==> src/rtl/rtcb_pkg.sv <==
`timescale 1ns/1ps
package rtcb_pkg;
  localparam int NREG    = 32;
  localparam int REG_W   = 8;
  localparam int IDX_W   = $clog2(NREG);
  localparam int IX_CTRL = 0;
  localparam int IX_CMD  = 4;
  localparam int IX_HUND = 5;
  localparam int IX_SEC  = 6;
  localparam int IX_DAY  = 9;
  localparam int IX_SNAP = 25;
  localparam int NSNAP   = 5;     // seconds .. month
  localparam int NWRAP   = 4;     // hundredths, seconds, minutes, hours

  // value after which a wrapping field returns to zero (as stepped result)
  function automatic logic [REG_W-1:0] wrap_limit(input int f);
    case (f)
      0:       return 8'hA0;
      1, 2:    return 8'h60;
      default: return 8'h24;
    endcase
  endfunction

  // one packed-BCD increment without wrap
  function automatic logic [REG_W-1:0] bcd_step(input logic [REG_W-1:0] v);
    logic [REG_W-1:0] s;
    s = v + 8'd1;
    if (s[3:0] == 4'hA) s = {v[7:4] + 4'd1, 4'h0};
    return s;
  endfunction
endpackage

==> src/rtl/rtcb_prescaler.sv <==
`timescale 1ns/1ps
module rtcb_prescaler #(
  parameter int DIV = 10
) (
  input  logic clk,
  input  logic rst,
  input  logic tick,
  output logic adv
);
  localparam int CNT_W = (DIV > 2) ? $clog2(DIV) : 1;
  localparam logic [CNT_W-1:0] LAST = CNT_W'(DIV - 1);

  logic [CNT_W-1:0] cnt;

  assign adv = tick && (cnt == LAST);

  always_ff @(posedge clk) begin
    if (rst)       cnt <= '0;
    else if (adv)  cnt <= '0;
    else if (tick) cnt <= cnt + 1'b1;
  end
endmodule

==> src/rtl/rtcb_bcd_field.sv <==
`timescale 1ns/1ps
module rtcb_bcd_field
  import rtcb_pkg::*;
#(
  parameter logic [REG_W-1:0] LIMIT = 8'h60
) (
  input  logic [REG_W-1:0] cur,
  input  logic             cin,
  output logic [REG_W-1:0] nxt,
  output logic             cout
);
  logic [REG_W-1:0] stepped;
  logic             at_lim;

  always_comb begin
    stepped = bcd_step(cur);
    at_lim  = (stepped == LIMIT);
    nxt     = at_lim ? '0 : stepped;
    cout    = cin && at_lim;
  end
endmodule

==> src/rtl/rtcb_top.sv <==
`timescale 1ns/1ps
module rtcb_top
  import rtcb_pkg::*;
#(
  parameter int ADDR_W = 14,
  parameter int DATA_W = 32,
  parameter logic [ADDR_W-1:0] BASE_WORD = 14'h0380,
  parameter int TICK_DIV = 10
) (
  input  logic              clk,
  input  logic              rst,
  input  logic              tick,
  input  logic              bus_we,
  input  logic [ADDR_W-1:0] bus_addr,
  input  logic [DATA_W-1:0] bus_wdata,
  output logic [DATA_W-1:0] bus_rdata
);
  logic [REG_W-1:0] regs [NREG];
  logic             adv;
  logic             in_win;
  logic [IDX_W-1:0] idx;
  logic             wr_go;
  logic             snap_go;
  logic [NWRAP:0]   carry;
  logic [REG_W-1:0] fnext [NWRAP];
  logic [REG_W-1:0] day_next;

  // address decode: window is NREG words aligned on its own size
  assign in_win  = (bus_addr[ADDR_W-1:IDX_W] == BASE_WORD[ADDR_W-1:IDX_W]);
  assign idx     = bus_addr[IDX_W-1:0];
  assign wr_go   = bus_we && in_win;
  assign snap_go = wr_go && (idx == IDX_W'(IX_CMD)) && bus_wdata[7]
                   && !regs[IX_CTRL][7];

  rtcb_prescaler #(.DIV(TICK_DIV)) u_presc (
    .clk (clk),
    .rst (rst),
    .tick(tick),
    .adv (adv)
  );

  // carry cascade over the wrapping fields
  assign carry[0] = adv;
  for (genvar f = 0; f < NWRAP; f++) begin : g_field
    rtcb_bcd_field #(.LIMIT(wrap_limit(f))) u_fld (
      .cur (regs[IX_HUND+f]),
      .cin (carry[f]),
      .nxt (fnext[f]),
      .cout(carry[f+1])
    );
  end
  assign day_next = bcd_step(regs[IX_DAY]);

  always_ff @(posedge clk) begin
    if (rst) begin
      for (int i = 0; i < NREG; i++) regs[i] <= '0;
    end else begin
      for (int f = 0; f < NWRAP; f++)
        if (carry[f]) regs[IX_HUND+f] <= fnext[f];
      if (carry[NWRAP]) regs[IX_DAY] <= day_next;
      if (snap_go)
        for (int k = 0; k < NSNAP; k++) regs[IX_SNAP+k] <= regs[IX_SEC+k];
      if (wr_go) regs[idx] <= bus_wdata[REG_W-1:0];   // bus wins (last)
    end
  end

  always_ff @(posedge clk) begin
    if (rst)         bus_rdata <= '0;
    else if (in_win) bus_rdata <= {{(DATA_W-REG_W){1'b0}}, regs[idx]};
    else             bus_rdata <= '0;
  end
endmodule

==> config.mk <==
export PLATFORM = sky130hd
export DESIGN_NAME = rtcb_top
export DESIGN_NICKNAME = d
export VERILOG_FILES = /design/src/rtl/rtcb_pkg.sv /design/src/rtl/rtcb_prescaler.sv /design/src/rtl/rtcb_bcd_field.sv /design/src/rtl/rtcb_top.sv
export SDC_FILE = /design/constraint.sdc
export NUM_CORES = 1
export LEC_CHECK = 0
export BUFFER_PORTS_ARGS = -buffer_cell sky130_fd_sc_hd__buf_2
export CAP_MARGIN = 10
export CELL_PAD_IN_SITES_DETAIL_PLACEMENT = 0
export CELL_PAD_IN_SITES_GLOBAL_PLACEMENT = 1
export CORE_MARGIN = 2
export CORE_UTILIZATION = 31
export CTS_BUF_LIST = sky130_fd_sc_hd__clkbuf_4 sky130_fd_sc_hd__clkbuf_8
export CTS_CLUSTER_DIAMETER = 200
export DETAILED_ROUTE_END_ITERATION = 8
export GPL_ROUTABILITY_DRIVEN = 0
export HOLD_SLACK_MARGIN = 0.15
export PLACE_DENSITY_LB_ADDON = 0.1
export SYNTH_ARGS = -nofsm -noshare
export SYNTH_HDL_FRONTEND = slang
export SYNTH_HIERARCHICAL = 1
export SYNTH_SLANG_ARGS = --single-unit
==> constraint.sdc <==
create_clock -name clk -period 3.6 [get_ports clk]
set_input_delay 0.9 -clock clk [delete_from_list [all_inputs] [get_ports clk]]
set_output_delay 0.9 -clock clk [all_outputs]
set_load 0.05 [all_outputs]
==> metrics.md, run 1 <==
| Metric | Value |
|---|---|
| Synth top area cells | edfxtp_1, mux4_2, and2_1 |
| Synth Warn # | 6 |
| Sequential power share | 0.491 |
| R2R setup slack | 240 ps |
| Fraction of registers with async set/reset | 0 |
| Largest net degree at the start of global routing | 43 |
| Total CTS buffers | 49 |
| Final Cell Area | 17,300 sq um |
| Via-to-Cell Ratio | 5.12 |
| FMAX | 0.298 GHz |
| Total GRT Usage | 0.181 |
| Post-route ant nets | 0 |
| Switching share of power | 0.260 |
| Die area | about 50,000 sq um |
| CTS root buffer | clkbuf_8 |
| Die W | around 220 um |
| Clk Latency, worst-skew pair | 640 ps |
| CP Data Required Time | 4100 ps |
| Pre-CTS WS | roughly 190 ps |
| Max Cap Violations | 0 |
| Fin nets | approximately 1,400 |
| Slowest cell on crit path | or4_4 |
| First-pass GRT wire length | approximately 66,000 um |
| Power per Cell Area | between 400 and 500 nW/um^2 |
| # hold bufs at CTS | 0 |
| # setup viols final | 0 |
| Final global-route overflow total | 0 |
| Cell area after synthesis | 15,000 sq um |
| Crit end category | register |
| P_sw | 1920 uW |
| Critical Path Source Type | register |
| Slew HR | 0.402 |
| RSZ-0062 raised after global routing | no |
| Post-synth EDFFs | 256 |
| Initial antenna violation count | 1 |
| Crit path DAT | 3850 ps |
| Initial Utilization | 0.314 |
| Worst Tran Pin Value | 897 ps |
| Synth Register Bits | 268 |
| I/O pins | 82 |
| Pins Over Slew Limit | 0 |
| Main flop type after synthesis | edfxtp_1 |
| Multi-input logic area | roughly 6500 sq um |
| Hpwl dp | 31,400 um |
| Fill count | 4,684 |
| Port Buf Inserts | 33 |
| TritonCTS Sinks | roughly 270 |
| Hold Path Class | reg -> reg |
| Post-CTS setup buffers | 0 |
| Clock Path Buffers | 3 |
| CP Max Fanout | 6 |
| Die height | 224 um |
| Routed vias | 10,200 |
| Combinational share of power | 0.097 |
| Crit path cell chain | ha_1 > nand3_1 > a21oi_1 > or4_4 > a22oi_2 > and3_2 > and3_1 > buf_4 > and4_1 > nand2b_1 > nor2_1 > a32o_1 |
| Total length of routed wires | 45,300 um |
| Hold Fails Final Rpt | 0 |
| CTS tree | built |
| Yosys cell types | 80 |
| Status | complete, no violations |
| Register area | between 7000 and 8000 sq um |
| H-tree levels | 2 |
| Mean Syn Cell Area | 12.3 sq um |
| Seq/Total Area, Yosys | 0.530 |
| Min Clock Period, post-route | 3360 ps |
| Internal power | 5470 uW |
| Cell taking the most area after synthesis | edfxtp_1 |
| Leakage Power | about 0.0063 uW |
| CP peak stage delay | 580 ps |
| Final WS setup | about 240 ps |
| Syn-to-layout area delta | 15.4% |
| Cells after synthesis | roughly 1,200 |
| Clock network fraction of design power | 0.412 |
| Core area | approximately 48,000 sq um |
| Period Utilization, post-route | 0.933 |
| First-pass DRT Iterations | 5 |
| Layout cell share with drive strength beyond 1 | 0.270 |
| Placement Cell Area | 16,200 sq um |
| Vias in the first global route | 10,100 |
| Initial detailed-routing violation count | 749 |
| Post-synth top area share | 0.514 |
| Residual DRC | 0 |
| FP Rows | 80 |
| Worst Skew | 35.0 ps |
| Reg clk slew, reported paths | 60 ps |
| Peak VDD IR | 0.000223 V |
| Setup TNS | 0 ps |
| Setup CP Type | reg -> reg |
| Drt wl/cell | 22.9 um |
| WHS | around 530 ps |
-- stage by stage --
stage | util | total power [uW] | std cells
5_1_grt | 0.362 | 7660 | 1981
2_1_floorplan | - | 4140 | 1244
4_1_cts | 0.362 | 7500 | 1981
3_5_place_dp | 0.341 | 4410 | 1891
6_report | 0.362 | 7390 | 1982
3_3_place_gp | 0.341 | 4410 | 1891
-- Yosys cell counts (3+ instances only) --
| cell | number |
|---|---|
| nor2_1 | 64 |
| a21o_1 | 3 |
| or2_2 | 27 |
| inv_1 | 15 |
| and3_1 | 10 |
| nand2_1 | 112 |
| a22o_2 | 22 |
| nand2b_1 | 9 |
| o31ai_1 | 5 |
| a22oi_1 | 19 |
| and4_1 | 4 |
| or3_1 | 6 |
| buf_2 | 14 |
| dfxtp_1 | 12 |
| nor3b_1 | 5 |
| buf_4 | 25 |
| nand3_1 | 25 |
| a21oi_1 | 26 |
| and2_1 | 179 |
| nor2b_1 | 11 |
| xor2_1 | 16 |
| o22ai_1 | 4 |
| nand4_1 | 5 |
| nor3_1 | 7 |
| o21a_1 | 4 |
| a21bo_2 | 4 |
| nand4bb_1 | 3 |
| nand3b_1 | 3 |
| a221oi_1 | 10 |
| mux2i_1 | 5 |
| clkbuf_1 | 48 |
| xnor2_1 | 15 |
| a22o_1 | 32 |
| edfxtp_1 | 256 |
| a31oi_1 | 15 |
| mux4_2 | 64 |
| ha_1 | 17 |
| buf_1 | 9 |
| or4_4 | 3 |
| a211oi_1 | 4 |
| o21ai_0 | 41 |
| buf_6 | 10 |
| o211ai_1 | 6 |
-- metal layers --
layer	vias to the layer above	track usage	wire length, um
met3	61	0.0296	2000
li1	4736	-	-
met5	-	0	0
met2	239	0.284	20600
met1	5121	0.260	21700
met4	0	0.0480	966
-- cell usage in the layout (no fill, tap or decap), types with 7 or more instances in the layout --
master and n:
a21oi_1 26, a221oi_1 10, a22o_1 32, a22o_2 22, a22oi_1 19, a31oi_1 15, and2_1 179, and3_1 9
buf_2 32, buf_4 102, clkbuf_4 14, clkbuf_8 53, clkinv_1 7, clkinv_2 11, conb_1 24, dfxtp_1 12
edfxtp_1 256, ha_1 17, inv_1 15, mux4_2 64, nand2_1 112, nand2b_1 9, nand3_1 25, nor2_1 64
nor2b_1 11, o21ai_0 41, or2_2 27, xnor2_1 15, xor2_1 16
-- flip-flops by register name, indices dropped and copies added (netlist names) --
| register | cells |
|---|---|
| regs | 256 |
| bus_rdata | 8 |
| u_presc/cnt | 4 |
-- critical path, delay by kind of cell (launching register included) --
family | cells | cell delay [ps]
adder cells (fa/ha/maj) | 1 | 280
AND/OR/NAND/NOR | 7 | 1800
AO/OA/AOI/OAI | 3 | 540
buffers and inverters | 1 | 150
flip-flops | 1 | 450
-- power by group through the flow --
stage	combinational [uW]	sequential (uW)	clock, uW
after detailed placement	723	3690	0
after global routing	767	3640	3260
after global placement	725	3690	0
after CTS	725	3630	3150
after floorplan	488	3650	0
final	719	3620	3040
-- area by class of cell --
cell class                 instances  area share
clock buffer                      67      0.0484
clock inverter                    23      0.0102
antenna                            1    0.000145
timing repair buffer             139      0.0594
tap                              615      0.0446
multi-input combinational        854       0.375
sequential                       268       0.459
inverter                          15     0.00326
-- path summary, 6_finish.rpt --
check	from	end	cells past startpoint
worst max register to register	regs[6][1]$_DFFE_PP_	regs[9][5]$_DFFE_PP_	12
worst min register to register	u_presc/cnt[3]$_SDFFE_PP0P_	u_presc/cnt[3]$_SDFFE_PP0P_	2
worst min-delay path	u_presc/cnt[3]$_SDFFE_PP0P_	u_presc/cnt[3]$_SDFFE_PP0P_	2
worst max-delay path	regs[6][1]$_DFFE_PP_	regs[9][5]$_DFFE_PP_	12
-- cell families (layout without fill, tap and decap cells) --
logic type / Yosys count / after routing / synth area share
buf+inv: 122 / 244 / 0.0442
flops: 268 / 268 / 0.530
simple gates: 495 / 495 / 0.184
other cells: 1 / 25 / 0.000251
fa+ha+maj: 18 / 18 / 0.0150
compound gates: 216 / 216 / 0.108
xor+xnor: 32 / 32 / 0.0192
mux: 69 / 69 / 0.0997
-- timing repair --
| action | CTS | global route |
|---|---|---|
| endpoints found under the setup margin | 0 | 3 |
| endpoints found under the hold margin | 0 | 0 |
| resized for setup | 0 | 1 |
No activity file was read; power rests on OpenSTA's default activity.
==> run 2: changes to the inputs <==
--- a/config.mk
+++ b/config.mk
@@ -16,7 +16,7 @@
 export DETAILED_ROUTE_END_ITERATION = 8
 export GPL_ROUTABILITY_DRIVEN = 0
 export HOLD_SLACK_MARGIN = 0.15
-export PLACE_DENSITY_LB_ADDON = 0.1
+export PLACE_DENSITY_LB_ADDON = 0.2
 export SYNTH_ARGS = -nofsm -noshare
 export SYNTH_HDL_FRONTEND = slang
 export SYNTH_HIERARCHICAL = 1
==> run 2 against run 1 <==
Sequential cell count unchanged. First-iteration DRC count up 17%. Final area down 1.4%. Die area unchanged. Utilization down 0.51 points. Clock power down 6.9%. Worst hold slack about the same. Final cell count down 1.3%. Fmax down 0.61%. Sequential power about the same.
==> metrics.md, run 2 (synthesized netlist as in run 1, its figures left out) <==
| Metric | Value |
|---|---|
| Die W | 224 um (unchanged) |
| Status | complete, no violations |
| Clk Latency, worst-skew pair | 620 ps (-20 ps) |
| Via-to-Cell Ratio | 5.19 (+1.3%) |
| H-tree levels | 2 (unchanged) |
| Setup CP Type | reg -> reg |
| Clock Path Buffers | 3 (unchanged) |
| Hold Path Class | reg -> reg |
| Vias in the first global route | 10,100 (+0.23%) |
| CP delay by family, top | simple AND/OR/NAND/NOR gates |
| Most common cell after layout, fill and taps aside | edfxtp_1 |
| Critical Path Source Type | register |
| Core area | 47,600 sq um (unchanged) |
| Most frequent cells in the layout | edfxtp_1, and2_1, nand2_1 |
| Initial Utilization | 0.314 (unchanged) |
| Crit end category | register |
| Largest regs | regs: 256 flops, bus_rdata: 8 flops, u_presc/cnt: 4 flops |
| # setup viols final | 0 (unchanged) |
| Initial detailed-routing violation count | 877 (+17%) |
| CP peak stage delay | 540 ps (-40 ps) |
| Largest net degree at the start of global routing | 41 (-4.7%) |
| Largest Register | regs |
| Port Buf Inserts | 33 (unchanged) |
| Post-Place Cells | 1,871 (-1.1%) |
| CP Max Fanout | 8 (+2) |
| Min Clock Period, post-route | 3380 ps (+20.7 ps) |
| Max FFs per register | 256 (unchanged) |
| Total CTS buffers | 47 (-4.1%) |
| Pins Over Slew Limit | 0 (unchanged) |
| Final Power | 7160 uW (-3.1%) |
| Initial antenna violation count | 0 (-1) |
| FMAX | 0.296 GHz (-0.61%) |
| CTS tree | built |
| Layout cell share with drive strength beyond 1 | 0.259 (-0.0112) |
| First-pass DRT Iterations | 8 (+3) |
| Slew HR | 0.431 (+0.0286) |
| Slowest cell on crit path | or4_4 |
| Worst Skew | 19.8 ps (-15.1 ps) |
| CP Data Required Time | 4040 ps (-60 ps) |
| Total length of routed wires | 44,300 um (-2.2%) |
| Routed vias | 10,200 (-0.0098%) |
| Hold Fails Final Rpt | 0 (unchanged) |
| Worst Tran Pin Value | 854 ps (-42.8 ps) |
| FP Rows | 80 (unchanged) |
| Reg clk slew, reported paths | 60 ps (about the same) |
| Power per Cell Area | 421 nW/um^2 (-1.7%) |
| Syn-to-layout area delta | 13.8% |
| Final global-route overflow total | 0 (unchanged) |
| Residual DRC | 0 (unchanged) |
| Die area | 50,000 sq um (unchanged) |
| Max Cap Violations | 0 (unchanged) |
| Hpwl dp | 30,500 um (-3.0%) |
| Fin nets | 1,373 (-1.5%) |
| CTS root buffer | clkbuf_8 |
| Drt wl/cell | 22.7 um (-0.87%) |
| Leakage Power | 0.00611 uW (-2.6%) |
| Cell repeated most along the worst path | nand2b_1 |
| Crit path buf inv count | 0 (-1) |
| Die height | 224 um (unchanged) |
| TritonCTS Sinks | 268 (unchanged) |
| Non-Filler Instances | 1,956 (-1.3%) |
| Post-CTS setup buffers | 0 (unchanged) |
| Crit path DAT | 3820 ps (-30 ps) |
| I/O pins | 82 (unchanged) |
| First-pass GRT wire length | 65,600 um (-1.3%) |
| Total GRT Usage | 0.178 (-0.00360) |
| Peak VDD IR | 0.000197 V (-12%) |
| Setup TNS | 0 ps (unchanged) |
| Crit path cell chain | ha_1 > nand2b_1 > nor3_2 > or4_4 > a22oi_2 > and3_1 > and3_2 > and4_1 > nand2b_1 > nand2b_1 > o31ai_1 |
| Post-route ant nets | 0 (unchanged) |
| Period Utilization, post-route | 0.938 (+0.00576) |
| R2R setup slack | 220 ps (-20 ps) |
==> run 2: stage by stage <==
| stage | setup WS (ps) | utilization | hold WS [ps] | cell area (sq um) |
|---|---|---|---|---|
| 3_5_place_dp | 114 | 0.337 | 515 | 16100 |
| 5_1_grt | -31.1 | 0.357 | 567 | 17000 |
| 6_report | 221 | 0.357 | 530 | 17000 |
| 2_1_floorplan | 327 | - | 479 | 15000 |
| 3_3_place_gp | 185 | 0.337 | 496 | 16100 |
| 4_1_cts | 77.3 | 0.357 | 514 | 17000 |
==> run 2: repair_timing <==
| action | CTS | global route |
|---|---|---|
| resized for setup | 0 | 5 |
| hold buffers | 0 | 0 |
| endpoints found under the setup margin | 0 | 7 |
==> run 2: worst paths after layout <==
kind | start | end | cells past startpoint
worst min-delay path | u_presc/cnt[3]$_SDFFE_PP0P_ | u_presc/cnt[3]$_SDFFE_PP0P_ | 2
worst min register to register | u_presc/cnt[3]$_SDFFE_PP0P_ | u_presc/cnt[3]$_SDFFE_PP0P_ | 2
worst max register to register | regs[6][0]$_DFFE_PP_ | regs[9][0]$_DFFE_PP_ | 11
worst max-delay path | regs[6][0]$_DFFE_PP_ | regs[9][0]$_DFFE_PP_ | 11
==> run 2: layout make-up <==
class                   count  area [sq um]
fillers                  4729         30600
flip-flops and latches    268          7930
multi-input cells         854          6480
repair buffers            120           858
clock buffers              70           832
well taps                 615           769
clock inverters            13          87.6
inverters                  15          56.3
diodes                      1          2.50
==> run 2: worst reg2reg max path: cells and delay by family, from the launching register on <==
kind | cells | cell delay [ps]
fa+ha+maj | 1 | 330
compound gates | 2 | 470
flops | 1 | 430
simple gates | 8 | 1980
==> run 2: layer usage <==
metal | up-vias | global-route usage | share of wire
li1 | 4704 | - | -
met1 | 5076 | 0.250 | 0.46
met2 | 301 | 0.273 | 0.46
met3 | 75 | 0.0268 | 0.050
met4 | 0 | 0.0757 | 0.035
met5 | - | 0 | 0
==> run 2: power by group <==
part | internal, uW | switching, uW
sequential | 3540 | 87.3
combinational | 252 | 442
clock | 1540 | 1290
==> run 3: changes to the inputs <==
--- a/config.mk
+++ b/config.mk
@@ -9,6 +9,7 @@
 export CAP_MARGIN = 10
 export CELL_PAD_IN_SITES_DETAIL_PLACEMENT = 0
 export CELL_PAD_IN_SITES_GLOBAL_PLACEMENT = 1
+export CORE_ASPECT_RATIO = 2
 export CORE_MARGIN = 2
 export CORE_UTILIZATION = 31
 export CTS_BUF_LIST = sky130_fd_sc_hd__clkbuf_4 sky130_fd_sc_hd__clkbuf_8
@@ -19,5 +20,4 @@
 export PLACE_DENSITY_LB_ADDON = 0.2
 export SYNTH_ARGS = -nofsm -noshare
 export SYNTH_HDL_FRONTEND = slang
-export SYNTH_HIERARCHICAL = 1
 export SYNTH_SLANG_ARGS = --single-unit
==> run 3 against run 2 <==
Clock power shrank 5%. Largest power group unchanged. Setup slack better by 110 ps. Highest routed layer unchanged. Global-route usage grew 0.94 points. Critical endpoint is now regs[8][5]$_DFFE_PP_. Clock skew rose by 5.3 ps.
==> metrics.md, run 3 <==
| Metric | Value |
|---|---|
| Status | complete, no violations |
| Period Utilization, post-route | 0.909 (-0.0292) |
| Worst Tran Pin Value | 1150 ps (+295 ps) |
| Crit path cell chain | ha_1 > and2_2 > a221oi_2 > mux2i_1 > a22oi_1 > nor4b_4 > nand3_1 > nand2_1 |
| Syn-to-layout area delta | 13.2% |
| # hold bufs at CTS | 0 (unchanged) |
| Via-to-Cell Ratio | 5.24 (+0.86%) |
| Initial Utilization | 0.314 (+0.000552) |
| Most common cell in the netlist | edfxtp_1 |
| Combinational share of power | 0.095 (-0.002) |
| Crit path DAT | 3500 ps (-320 ps) |
| Post-synth top area share | 0.533 (+0.0194) |
| Clock Path Buffers | 3 (unchanged) |
| Core area | 45,800 sq um (-3.8%) |
| Cell area after synthesis | 14,400 sq um (-3.6%) |
| Clk Latency, worst-skew pair | 590 ps (-30 ps) |
| Worst Skew | 25.1 ps (+5.28 ps) |
| Synth top area cells | edfxtp_1, mux4_2, and2_1 |
| Slowest cell on crit path | a221oi_2 |
| Leakage Power | 0.00573 uW (-6.2%) |
| CP Max Fanout | 8 (unchanged) |
| Fin nets | 1,261 (-8.2%) |
| Post-route ant nets | 0 (unchanged) |
| Initial detailed-routing violation count | 590 (-33%) |
| Drt wl/cell | 24.7 um (+8.9%) |
| Routed vias | 9,374 (-7.7%) |
| Vias in the first global route | 10,000 (-0.52%) |
| # setup viols final | 0 (unchanged) |
| Synth Register Bits | 268 (unchanged) |
| RSZ-0062 raised after global routing | no |
| Port Buf Inserts | 33 (unchanged) |
| Die height | 309 um (+38%) |
| Final WS setup | 327 ps (+105 ps) |
| CTS tree | built |
| Pins Over Slew Limit | 0 (unchanged) |
| Total length of routed wires | 44,200 um (-0.36%) |
| Hold Path Class | reg -> reg |
| TritonCTS Sinks | 268 (unchanged) |
| R2R setup slack | 330 ps (+110 ps) |
| Die W | 156 um (-30%) |
| First-pass GRT wire length | 65,400 um (-0.30%) |
| Placement Cell Area | 15,500 sq um (-3.8%) |
| First-pass DRT Iterations | 6 (-2) |
| Final Cell Area | 16,300 sq um (-4.1%) |
| Slew HR | 0.226 (-0.204) |
| Largest regs | regs: 256 flops, bus_rdata: 8 flops, u_presc.cnt: 4 flops |
| Post-CTS setup buffers | 0 (unchanged) |
| Critical Path Source Type | register |
| Internal power | 5220 uW (-2.2%) |
| Layout cell share with drive strength beyond 1 | 0.227 (-0.0318) |
| Residual DRC | 0 (unchanged) |
| Post-synth top cells | edfxtp_1, and2_1, nand2_1, mux4_2, nor2_1 |
| Cells after synthesis | 1,125 (-7.9%) |
| CP Data Required Time | 3820 ps (-220 ps) |
| Largest Register | regs |
| FP Rows | 111 (+39%) |
| Clock network fraction of design power | 0.385 (-0.011) |
| Setup CP Type | reg -> reg |
| Most frequent cells in the layout | edfxtp_1, and2_1, buf_4 |
| FMAX | 0.306 GHz (+3.2%) |
| I/O pins | 82 (unchanged) |
| Fraction of registers with async set/reset | 0 (unchanged) |
| Most common cell after layout, fill and taps aside | edfxtp_1 |
| Fill count | 4,511 (-4.6%) |
| Die area | 48,300 sq um (-3.4%) |
| Hpwl dp | 32,400 um (+6.2%) |
| Post-CTS sizing | 0 (unchanged) |
| Final global-route overflow total | 0 (unchanged) |
| Cell taking the most area after synthesis | edfxtp_1 |
| Mean Syn Cell Area | 12.8 sq um (+4.6%) |
| Pre-CTS WS | 98.7 ps (-15.0 ps) |
| P_sw | 1760 uW (-3.3%) |
| CP peak stage delay | 510 ps (-30 ps) |
| Max FFs per register | 256 (unchanged) |
| Main flop type after synthesis | edfxtp_1 |
| Sequential power share | 0.520 (+0.013) |
| Total GRT Usage | 0.187 (+0.00944) |
| Switching share of power | 0.252 (-0.00204) |
| Non-Filler Instances | 1,790 (-8.5%) |
| Crit end category | register |
| Hold Fails Final Rpt | 0 (unchanged) |
| Peak VDD IR | 0.000242 V (+23%) |
| Setup TNS | 0 ps (unchanged) |
| Total CTS buffers | 41 (-13%) |
| Initial antenna violation count | 1 (+1) |
| Post-Place Cells | 1,716 (-8.3%) |
| Power per Cell Area | 428 nW/um^2 (+1.7%) |
| Final Power | 6980 uW (-2.5%) |
| Seq/Total Area, Yosys | 0.550 (+0.0200) |
| Post-synth EDFFs | 256 (unchanged) |
| Yosys cell types | 84 (+5.0%) |
| Min Clock Period, post-route | 3270 ps (-105 ps) |
| Max Cap Violations | 0 (unchanged) |
| H-tree levels | 2 (unchanged) |
| Reg clk slew, reported paths | 70 ps (about the same) |
| CTS root buffer | clkbuf_8 |
| Largest net degree at the start of global routing | 57 (+39%) |
| Synth Warn # | 0 (-6) |
==> run 3: cell types whose count changed after synthesis, sizes merged, moves of 5 or more <==
cell,previous run,this run
nor3,9,4
a31oi,15,5
a21oi,26,16
xnor2,15,10
or2,29,8
buf,59,48
clkbuf,48,55
o21ai,42,63
or3,9,3
nand3,25,13
nand2,113,67
o31ai,5,13
==> run 3: logic make-up after synthesis <==
kind of cell,synth area share
flip-flops,0.550
AND/OR/NAND/NOR,0.162
multiplexers,0.105
AO/OA/AOI/OAI,0.114
adder cells (fa/ha/maj),0.0148
buffers and inverters,0.0393
XOR/XNOR,0.0146
other,0.000260
==> run 3: final cells by class <==
type                       instances  area (sq um)  area share
sequential                       268          7930       0.486
multi-input combinational        763          6010       0.368
timing repair buffer             106           766      0.0469
clock buffer                      60           719      0.0441
tap                              565           707      0.0433
clock inverter                    13           130     0.00797
inverter                          14          52.6     0.00322
antenna                            1          2.50    0.000153
==> run 3: power groups by stage <==
stage | combinational (uW) | sequential, uW | clock, uW
global route | 704 | 3640 | 2880
floorplan | 449 | 3650 | 0
finish | 661 | 3630 | 2690
detailed placement | 669 | 3700 | 0
global placement | 670 | 3690 | 0
CTS | 671 | 3630 | 2760
==> run 3: final timing paths <==
kind	from	end	cells past startpoint
setup reg to reg	regs[6][0]$_DFFE_PP_	regs[8][5]$_DFFE_PP_	8
hold reg to reg	u_presc.cnt[1]$_SDFFE_PP0P_	u_presc.cnt[1]$_SDFFE_PP0P_	2
setup / recovery	regs[6][0]$_DFFE_PP_	regs[8][5]$_DFFE_PP_	8
hold / removal	u_presc.cnt[1]$_SDFFE_PP0P_	u_presc.cnt[1]$_SDFFE_PP0P_	2
==> run 3: metal layers <==
layer / part of all wire / vias up / track usage / routed length [um]
li1: - / 4364 / - / -
met5: 0 / - / 0 / 0
met2: 0.58 / 210 / 0.378 / 25800
met4: 0.050 / 0 / 0.0922 / 2200
met1: 0.34 / 4707 / 0.184 / 15000
met3: 0.027 / 93 / 0.0191 / 1200
==> run 3: critical path: cells and delay by family (launching register included) <==
| kind | cells | cell delay [ps] |
|---|---|---|
| AO/OA/AOI/OAI | 2 | 640 |
| adder cells (fa/ha/maj) | 1 | 310 |
| flip-flops | 1 | 440 |
| multiplexers | 1 | 240 |
| AND/OR/NAND/NOR | 4 | 1290 |
==> run 3: metrics by stage <==
stage / util / hold WS [ps]
3_3_place_gp: 0.337 / 495
3_5_place_dp: 0.337 / 516
5_1_grt: 0.356 / 542
4_1_cts: 0.356 / 521
2_1_floorplan: - / 479
6_report: 0.356 / 521
